## src/rtl/trig_seq_pkg.sv

```systemverilog
package trig_seq_pkg;

  typedef enum logic [1:0] {
    ST_IDLE = 2'd0,
    ST_RUN  = 2'd1,
    ST_WAIT = 2'd2
  } seq_state_t;

  function automatic int unsigned default_tc(input int unsigned clk_hz,
                                             input int unsigned rate);
    return (clk_hz / rate) - 1;
  endfunction

endpackage

```

## src/rtl/trig_slot_timer.sv

```systemverilog
module trig_slot_timer #(
  parameter int              CNT_W   = 24,
  parameter logic [CNT_W-1:0] DFLT_TC = '0
) (
  input  logic             clk,
  input  logic             rst,
  input  logic             load,
  input  logic             running,
  input  logic [CNT_W-1:0] slot_len,
  output logic             slot_end
);

  logic [CNT_W-1:0] cnt_q;
  logic [CNT_W-1:0] tc_q;

  // The terminal count is captured only at cycle start, so a mid-cycle
  // rewrite of slot_len waits for the next cycle.
  always_ff @(posedge clk) begin
    if (rst) begin
      cnt_q <= '0;
      tc_q  <= DFLT_TC;
    end else if (load) begin
      cnt_q <= '0;
      tc_q  <= (slot_len == '0) ? DFLT_TC : slot_len;
    end else if (running) begin
      cnt_q <= (cnt_q == tc_q) ? '0 : cnt_q + 1'b1;
    end
  end

  assign slot_end = running && (cnt_q == tc_q);

  // the slot counter never passes the captured terminal count
  p_cnt_bound_r3: assert property (@(posedge clk) disable iff (rst)
    cnt_q <= tc_q);

  // the terminal count only moves when a cycle is loaded
  p_tc_hold_r10: assert property (@(posedge clk) disable iff (rst)
    !load |=> $stable(tc_q));

endmodule

```

## src/rtl/trig_seq_fsm.sv

```systemverilog
module trig_seq_fsm
  import trig_seq_pkg::*;
#(
  parameter int NUM_CAM = 3,
  parameter int IDX_W   = 2
) (
  input  logic             clk,
  input  logic             rst,
  input  logic             arm,
  input  logic             stop,
  input  logic             store_done,
  input  logic             slot_end,
  output logic             running,
  output logic             nxt_run,
  output logic [IDX_W-1:0] nxt_slot,
  output logic             load,
  output logic             done_c
);

  localparam logic [IDX_W-1:0] LAST_SLOT = IDX_W'(NUM_CAM - 1);

  seq_state_t       state_q, nxt_state;
  logic [IDX_W-1:0] slot_q;

  always_comb begin
    nxt_state = state_q;
    nxt_slot  = slot_q;
    load      = 1'b0;
    done_c    = 1'b0;
    if (stop) begin
      nxt_state = ST_IDLE;
      nxt_slot  = '0;
    end else begin
      unique case (state_q)
        ST_IDLE: begin
          if (arm) begin
            nxt_state = ST_RUN;
            nxt_slot  = '0;
            load      = 1'b1;
          end
        end
        ST_RUN: begin
          if (slot_end) begin
            if (slot_q == LAST_SLOT) begin
              done_c   = 1'b1;
              nxt_slot = '0;
              if (store_done) begin
                load = 1'b1;
              end else begin
                nxt_state = ST_WAIT;
              end
            end else begin
              nxt_slot = slot_q + 1'b1;
            end
          end
        end
        ST_WAIT: begin
          if (store_done) begin
            nxt_state = ST_RUN;
            nxt_slot  = '0;
            load      = 1'b1;
          end
        end
        default: begin
          nxt_state = ST_IDLE;
          nxt_slot  = '0;
        end
      endcase
    end
  end

  always_ff @(posedge clk) begin
    if (rst) begin
      state_q <= ST_IDLE;
      slot_q  <= '0;
    end else begin
      state_q <= nxt_state;
      slot_q  <= nxt_slot;
    end
  end

  assign running = (state_q == ST_RUN);
  assign nxt_run = (nxt_state == ST_RUN);

  // stop always lands in idle
  p_stop_idle_r8: assert property (@(posedge clk) disable iff (rst)
    stop |=> state_q == ST_IDLE);

  // no storage hand-off keeps the sequencer waiting
  p_wait_hold_r6: assert property (@(posedge clk) disable iff (rst)
    (state_q == ST_WAIT) && !store_done && !stop |=> state_q == ST_WAIT);

  // the slot number holds until its slot ends
  p_slot_stable_r4: assert property (@(posedge clk) disable iff (rst)
    (state_q == ST_RUN) && !slot_end && !stop |=> $stable(slot_q) && state_q == ST_RUN);

  // arm has no effect once a cycle is under way
  p_arm_ignored_r9: assert property (@(posedge clk) disable iff (rst)
    (state_q == ST_WAIT) && arm && !store_done && !stop |=> state_q == ST_WAIT);

endmodule

```

## src/rtl/trig_out_reg.sv

```systemverilog
module trig_out_reg #(
  parameter int NUM_CAM = 3,
  parameter int IDX_W   = 2
) (
  input  logic               clk,
  input  logic               rst,
  input  logic               nxt_run,
  input  logic [IDX_W-1:0]   nxt_slot,
  input  logic               done_c,
  output logic [NUM_CAM-1:0] trig_q,
  output logic [IDX_W-1:0]   idx_q,
  output logic               done_q
);

  logic [NUM_CAM-1:0] trig_d;

  for (genvar g = 0; g < NUM_CAM; g++) begin : g_trig
    assign trig_d[g] = nxt_run && (nxt_slot == IDX_W'(g));
  end

  always_ff @(posedge clk) begin
    if (rst) begin
      trig_q <= '0;
      idx_q  <= '0;
      done_q <= 1'b0;
    end else begin
      trig_q <= trig_d;
      idx_q  <= nxt_run ? nxt_slot : '0;
      done_q <= done_c;
    end
  end

  // never two cameras triggered at once
  p_trig_onehot_r3: assert property (@(posedge clk) disable iff (rst)
    $onehot0(trig_q));

  // the index names the camera being triggered
  p_idx_match_r4: assert property (@(posedge clk) disable iff (rst)
    (|trig_q) |-> trig_q == (NUM_CAM'(1) << idx_q));

  // the done pulse is one clock wide
  p_done_single_r5: assert property (@(posedge clk) disable iff (rst)
    done_q |=> !done_q);

endmodule

```

## src/rtl/trig_stagger_seq.sv

```systemverilog
module trig_stagger_seq
  import trig_seq_pkg::*;
#(
  parameter int          NUM_CAM   = 3,
  parameter int unsigned CLK_HZ    = 250_000_000,
  parameter int unsigned SLOT_RATE = 200,
  parameter int          CNT_W     = 24
) (
  input  logic                                   clk,
  input  logic                                   rst,
  input  logic                                   arm,
  input  logic                                   stop,
  input  logic                                   store_done,
  input  logic [CNT_W-1:0]                       slot_len,
  output logic [NUM_CAM-1:0]                     trig,
  output logic [((NUM_CAM > 1) ? $clog2(NUM_CAM) : 1)-1:0] cam_idx,
  output logic                                   cycle_done
);

  localparam int               IDX_W   = (NUM_CAM > 1) ? $clog2(NUM_CAM) : 1;
  localparam logic [CNT_W-1:0] DFLT_TC = CNT_W'(default_tc(CLK_HZ, SLOT_RATE));

  logic             slot_end;
  logic             running;
  logic             nxt_run;
  logic [IDX_W-1:0] nxt_slot;
  logic             load;
  logic             done_c;

  trig_slot_timer #(
    .CNT_W   (CNT_W),
    .DFLT_TC (DFLT_TC)
  ) i_timer (
    .clk      (clk),
    .rst      (rst),
    .load     (load),
    .running  (running),
    .slot_len (slot_len),
    .slot_end (slot_end)
  );

  trig_seq_fsm #(
    .NUM_CAM (NUM_CAM),
    .IDX_W   (IDX_W)
  ) i_fsm (
    .clk        (clk),
    .rst        (rst),
    .arm        (arm),
    .stop       (stop),
    .store_done (store_done),
    .slot_end   (slot_end),
    .running    (running),
    .nxt_run    (nxt_run),
    .nxt_slot   (nxt_slot),
    .load       (load),
    .done_c     (done_c)
  );

  trig_out_reg #(
    .NUM_CAM (NUM_CAM),
    .IDX_W   (IDX_W)
  ) i_out (
    .clk      (clk),
    .rst      (rst),
    .nxt_run  (nxt_run),
    .nxt_slot (nxt_slot),
    .done_c   (done_c),
    .trig_q   (trig),
    .idx_q    (cam_idx),
    .done_q   (cycle_done)
  );

  // triggers are cleared the clock after a stop
  p_stop_clears_r8: assert property (@(posedge clk) disable iff (rst)
    stop |=> trig == '0 && !cycle_done);

  // the done pulse is followed by a new cycle only via storage-done
  p_done_pairs_r7: assert property (@(posedge clk) disable iff (rst)
    done_c && !store_done |=> trig == '0);

endmodule

```

## config.mk

```make
export PLATFORM = sky130hd
export DESIGN_NAME = trig_stagger_seq
export DESIGN_NICKNAME = d
export VERILOG_FILES = /design/src/rtl/trig_seq_pkg.sv /design/src/rtl/trig_slot_timer.sv /design/src/rtl/trig_seq_fsm.sv /design/src/rtl/trig_out_reg.sv /design/src/rtl/trig_stagger_seq.sv
export SDC_FILE = /design/constraint.sdc
export NUM_CORES = 1
export LEC_CHECK = 0
export BUFFER_PORTS_ARGS = -buffer_cell sky130_fd_sc_hd__buf_2
export CAP_MARGIN = 25
export CORE_MARGIN = 2
export CORE_UTILIZATION = 54
export CTS_BUF_LIST = sky130_fd_sc_hd__clkbuf_8
export DETAILED_ROUTE_END_ITERATION = 10
export PLACE_DENSITY_LB_ADDON = 0.12
export SLEW_MARGIN = 5
export SYNTH_ARGS = -nofsm -noshare
export SYNTH_HDL_FRONTEND = slang
export SYNTH_HIERARCHICAL = 1
export SYNTH_SLANG_ARGS = --single-unit
```

## constraint.sdc

```tcl
create_clock -name clk -period 2.75 [get_ports clk]
set_input_delay 0.275 -clock clk [delete_from_list [all_inputs] [get_ports clk]]
set_output_delay 0.275 -clock clk [all_outputs]
set_load 0.005 [all_outputs]
```

[Yosys cells after proc, flatten, opt, wreduce, memory -nomap -nowiden]
Cells that the tools add are included.
Cells by class
  add/subtract/negate cells: 2
  equality and inequality tests: 7
  multiplexer cells: 22
  bitwise logic cells: 3
  reductions and logical operators: 10
Operators with widths (count)
  2-to-1 mux 24 bit: 2
  adder 24 x 1 -> 24 bit (second input constant): 1
  equality test 24 bit: 1
  logical NOT 24 bit: 1
  2-to-1 mux 2 bit: 11
  case mux 2 bit (3 select lines): 2
  equality test 2 x 1 -> 1 bit (second input constant): 3
  equality test 2 bit (second input constant): 3
  2-to-1 mux 1 bit: 6
  logical AND 1 bit: 4
  logical NOT 2 bit: 2
  OR reduction 2 bit: 2
  OR reduction 4 bit: 1
  NOT 1 bit: 3
  case mux 1 bit (3 select lines): 1
  adder 2 x 1 -> 2 bit (second input constant): 1
Word-level totals
  register bits after elaboration: 58
  input bits: 29
  logic and storage cells: 51

[Longest topological paths before layout]
  depth after elaboration: 8
  depth in mapped cells: 13
  gate-level depth less buffers: 10

[By module]
The synthesis kept the hierarchy.
By module, submodules not included
  trig_slot_timer: times used 1, cells each 242, area an instance 2229.6 um^2
  trig_seq_fsm: times used 1, cells each 39, area an instance 332.8 um^2
  trig_out_reg: times used 1, cells each 12, area an instance 188.9 um^2

[Worst setup path before layout]
No wires, ideal clock.
  path kind: flip-flop to flip-flop
  start point: reg i_timer.cnt_q[17]
  end point: reg i_timer.tc_q[23]
  arrival: 2595 ps
  slack: 32 ps
  cell stages (with the launch flop): 12
  path buffers: 2
  clock period less this slack: 2718 ps
  cells stage by stage: dfxtp_1 > xor2_1 > nor4_1 > nand3_1 > nor3_1 > nand2_1 > or3_4 > o21ai_1 > clkbuf_8 > clkbuf_1 > mux2i_1 > nor2_1
On the way
  longest elaborated chain between the ends: 5
RTL lines
  from (decl): line trig_slot_timer.sv:13  | logic [CNT_W-1:0] cnt_q;
  from (signal assigned): line trig_slot_timer.sv:26  | cnt_q <= (cnt_q == tc_q) ? '0 : cnt_q + 1'b1;
  equality test 24 bit: line trig_slot_timer.sv:30  | assign slot_end = running && (cnt_q == tc_q);
  logical AND 1 bit: line trig_slot_timer.sv:30
  via slot_end: line trig_stagger_seq.sv:23  | logic slot_end;
  2-to-1 mux 1 bit: line trig_seq_fsm.sv:43  | if (slot_end) begin
  case mux 1 bit (3 select lines): line trig_seq_fsm.sv:34  | unique case (state_q)
  2-to-1 mux 1 bit: line trig_seq_fsm.sv:30  | if (stop) begin
  via load: line trig_stagger_seq.sv:27  | logic load;
  to (signal assigned): line trig_slot_timer.sv:24  | tc_q <= (slot_len == '0) ? DFLT_TC : slot_len;
  to (decl): line trig_slot_timer.sv:14  | logic [CNT_W-1:0] tc_q;
The timed path passes the listed nets, and every way through them passes these cells.
A chain may end at the register's enable or synchronous reset.

[Final worst setup path]
  start point: reg i_timer.cnt_q[17]
  end point: reg i_timer.cnt_q[18]
On the way
  longest elaborated chain between the ends: 6
  elaborated cells on any way between the ends: 8
  classes of those cells: 1 x add/sub; 1 x eq/ne; 4 x mux; 2 x reduce/logical
RTL lines (line)
  equality test 24 bit: trig_slot_timer.sv:30
  logical AND 1 bit: trig_slot_timer.sv:30
  via slot_end: trig_stagger_seq.sv:23
  2-to-1 mux 1 bit: trig_seq_fsm.sv:43
  case mux 1 bit (3 select lines): trig_seq_fsm.sv:34
  2-to-1 mux 1 bit: trig_seq_fsm.sv:30
  via load: trig_stagger_seq.sv:27
  OR reduction 2 bit (no source line)
The timed path passes the listed nets, and every way through them passes these cells.

==> run metrics <==
Max VDD drop=about 390 uV; # setup viols final=0; first-pass detailed-route iteration total=5; number of CTS-inserted buffers=9; synthesized area=between 0.002 and 0.003 mm^2; NumNets Final=between 300 and 400; Iter 0 DRT Violations=130; fin crit share=a little over 90%; Worst slew margin=59.27%; Core ar.=just under 0.005 mm^2; initial antenna violation count=0; cells on worst reg2reg path=10; DIE WIDTH=75.38 um; pwr dens=498.7 mW/mm^2; grt ovf=0; drt drc=0; Skew-Pair Late Insertion Delay=roughly 0.34 ns; IO Pins=35; CTS Sinks=between 50 and 60; I/O Buffers=34; largest family of logic cells by synthesized area=simple AND/OR/NAND/NOR gates; RR Endpoint=i_timer/cnt_q[18]$_SDFFE_PP0P_; worst clock skew=0.005869 ns; synth top area cells=dfxtp_1 42%, xor2_1 13%, nor2_1 6.4%; leak pwr=~1.3 nW; Yosys reg bits=58; Worst-Margin Slew=0.6109 ns; routability cong.=between 0.8 and 0.9; Min-Delay Endpoint=i_timer/tc_q[12]$_SDFFE_PP1P_; post-route cell area=about 0.0032 mm^2; Synth Area in Adders=less than 1%; Pins Over Slew Limit=0; M1 wire length=just under 3000 um; hold path startpoint=slot_len[12]; post-synthesis xor/xnor area fraction=about 15%; Final Util=between 60% and 70%; Largest stage delay, worst path=between 0.3 and 0.4 ns; Top Metal Used=met4; Yosys cell types=43; Hold Path Class=input port to register; drt via density=around 5.3; worst path buffer plus inverter count=0; clock slew at reported path FFs=about 0.060 ns; critical path startpoint category=register; FF-to-FF Start=i_timer/cnt_q[17]$_SDFFE_PP0P_; first-pass GRT wire length=9170 um; share of cells above drive strength 1=about 22%; FP Rows=25; CP max FO=12; CP most frequent cell=nor2_1; Tmin final=2.566 ns; dpl cells=395; clock root buffer master=clkbuf_8; area of the die=about 0.0057 mm^2; depth of the worst hold-timing path=3; Syn Nets=323; GRT Overall Usage=22.41%; WL final=about 6000 um; Crit-path slowest cell=or3_4; clk buf depth=2; largest net degree at the start of global routing=36; Synth top cells by count=58 x dfxtp_1, 47 x nor2_1, 40 x xor2_1; Critical Path End Type=register; post-route ant nets=0; Synth async-reset ratio=0%; fill cell count=slightly above 400; Yosys warning count=6; Reg2Reg Setup Slack=around 0.18 ns; Critical Path AT=2.76 ns; Max Cap Viol=0; vias in the first global route=between 1500 and 2000; Routed WL per cell=14.53 um; via total after detailed routing=2187; hpwl dp=roughly 4300 um; Req. time, crit path=roughly 3 ns; Fmax=just under 400 MHz; CTS tree=yes; status=finished, final reports clean; most frequent cell after synthesis=dfxtp_1; met2 wire len=2543 um; Post-Synth Simple-Gate Area=26.28%; RSZ-0062 raised after global routing=no; critical path class=register to register; number of synthesized flops with an enable pin=0; Initial Util=~57%; Avg Cell Area, Syn=around 9.4 um^2; Hold WS=approximately 0.18 ns; share of the synthesized area in the top cell type=between 40% and 50%; Crit path max-delay family=simple AND/OR/NAND/NOR gates; Synth Area in Compound Gates=roughly 7.3%; die height=roughly 75 um; final hold vios=0; register area share after synthesis=42.20%; final non-filler cell total=410; mux cell area share after synthesis=5.503%; met3 wire len=around 400 um; Main synth FF type=dfxtp_1; Sum Neg Setup Slack=0 ns; cell taking the most area after synthesis=dfxtp_1; placed inst area=0.003035 mm^2; Area Overhead vs Synth=17.01%; worst-path cell chain=xor2_1 -> nor4_1 -> nand3_1 -> nor3_2 -> nand2_1 -> or3_4 -> o21ai_4 -> nor2_1 -> o31ai_4 -> nor2_1; Syn Inst Count=just under 300; number of diodes=0; Max H-tree Level=3
==> logic make-up (layout without fill, tap and decap cells) <==
logic type / Yosys count / in the layout
AOI/OAI and AO/OA: 26 / 27
buffers and inverters: 15 / 64
DFF: 58 / 58
muxes: 15 / 15
and+or+nand+nor: 132 / 132
xor gates and xnor gates: 46 / 46
adders and majority gates: 1 / 1
==> how the worst max path moves through the flow <==
stage / to / from / cells past startpoint
6_report: i_timer/cnt_q[18]$_SDFFE_PP0P_ / i_timer/cnt_q[17]$_SDFFE_PP0P_ / 10
5_1_grt: i_timer/cnt_q[18]$_SDFFE_PP0P_ / i_timer/cnt_q[13]$_SDFFE_PP0P_ / 10
4_1_cts: i_timer/cnt_q[18]$_SDFFE_PP0P_ / i_timer/cnt_q[5]$_SDFFE_PP0P_ / 10
3_5_place_dp: i_timer/cnt_q[18]$_SDFFE_PP0P_ / i_timer/cnt_q[17]$_SDFFE_PP0P_ / 10
3_3_place_gp: i_timer/cnt_q[2]$_SDFFE_PP0P_ / i_timer/cnt_q[5]$_SDFFE_PP0P_ / 10
2_1_floorplan: i_timer/tc_q[23]$_SDFFE_PP0P_ / i_timer/cnt_q[17]$_SDFFE_PP0P_ / 11
==> layer usage <==
layer,up-vias,global-route usage [%]
li1,1123,-
met1,999,31.50
met2,61,31.11
met3,4,9.127
met4,0,7.602
met5,-,0
==> cell usage in the layout, fill, tap and decap left out, drive strengths merged, types with 2 or more instances in the layout <==
| cell type | n |
|---|---|
| and4bb | 2 |
| or3 | 2 |
| clkbuf | 9 |
| nand2b | 15 |
| and3b | 2 |
| nor2 | 47 |
| inv | 5 |
| o21ai | 5 |
| and3 | 2 |
| a21oi | 2 |
| nor4bb | 3 |
| xnor2 | 6 |
| o31ai | 3 |
| and4 | 2 |
| nand4 | 11 |
| nor4 | 13 |
| mux2i | 14 |
| dfxtp | 58 |
| nand3 | 10 |
| nand2 | 14 |
| buf | 49 |
| nor3 | 5 |
| o22ai | 11 |
| nor4b | 2 |
| a211oi | 2 |
| xor2 | 40 |
==> worst min-delay path, stage by stage <==
cell and delay [ns]:
buf_2 0.09, o22ai_1 0.07, nand2b_1 0.06
==> registers in the layout, indices dropped and copies added, names as in the netlist <==
signal	cells
i_timer/cnt_q	24
i_timer/tc_q	24
i_out/trig_q	3
i_fsm/slot_q	2
i_fsm/state_q	2
i_out/idx_q	2
i_out/done_q	1
==> power by group <==
part / internal, W / switching, W / total (W) / leakage, nW
combinational: 0.0000626 / 0.0000715 / 0.000134 / 0.724
sequential: 0.000860 / 0.0000157 / 0.000876 / 0.472
clock: 0.000299 / 0.000296 / 0.000595 / 0.0846
total: 0.00122 / 0.000383 / 0.00161 / 1.28
==> cell type report <==
class	count	area (um^2)	area share, %
Clock buffer	9	123.9	3.848
Timing Repair Buffer	49	295.3	9.172
Sequential cell	58	1164	36.14
Clock inverter	4	16.27	0.5052
Tap cell	67	83.83	2.604
Multi-Input combinational cell	221	1529	47.49
Inverter	2	7.507	0.2332
==> per-stage QoR <==
| stage | total power [W] | worst slack (ns) |
|---|---|---|
| final | 0.001605 | 0.1842 |
| after global routing | 0.001671 | 0.01202 |
| after CTS | 0.001617 | 0.03746 |
| after detailed placement | 0.001023 | 0.04641 |
| after global placement | 0.001021 | 0.1483 |
| after floorplan | 0.0009727 | 0.03244 |
==> what timing repair did <==
action | CTS | global route
endpoints found under the hold margin | 0 | 0
setup endpoints to repair | 0 | 50
hold buffers | 0 | 0
gates resized for setup | 0 | 5
buffers inserted | 0 | 1
Note: power is estimated with default switching activity, not from simulation.
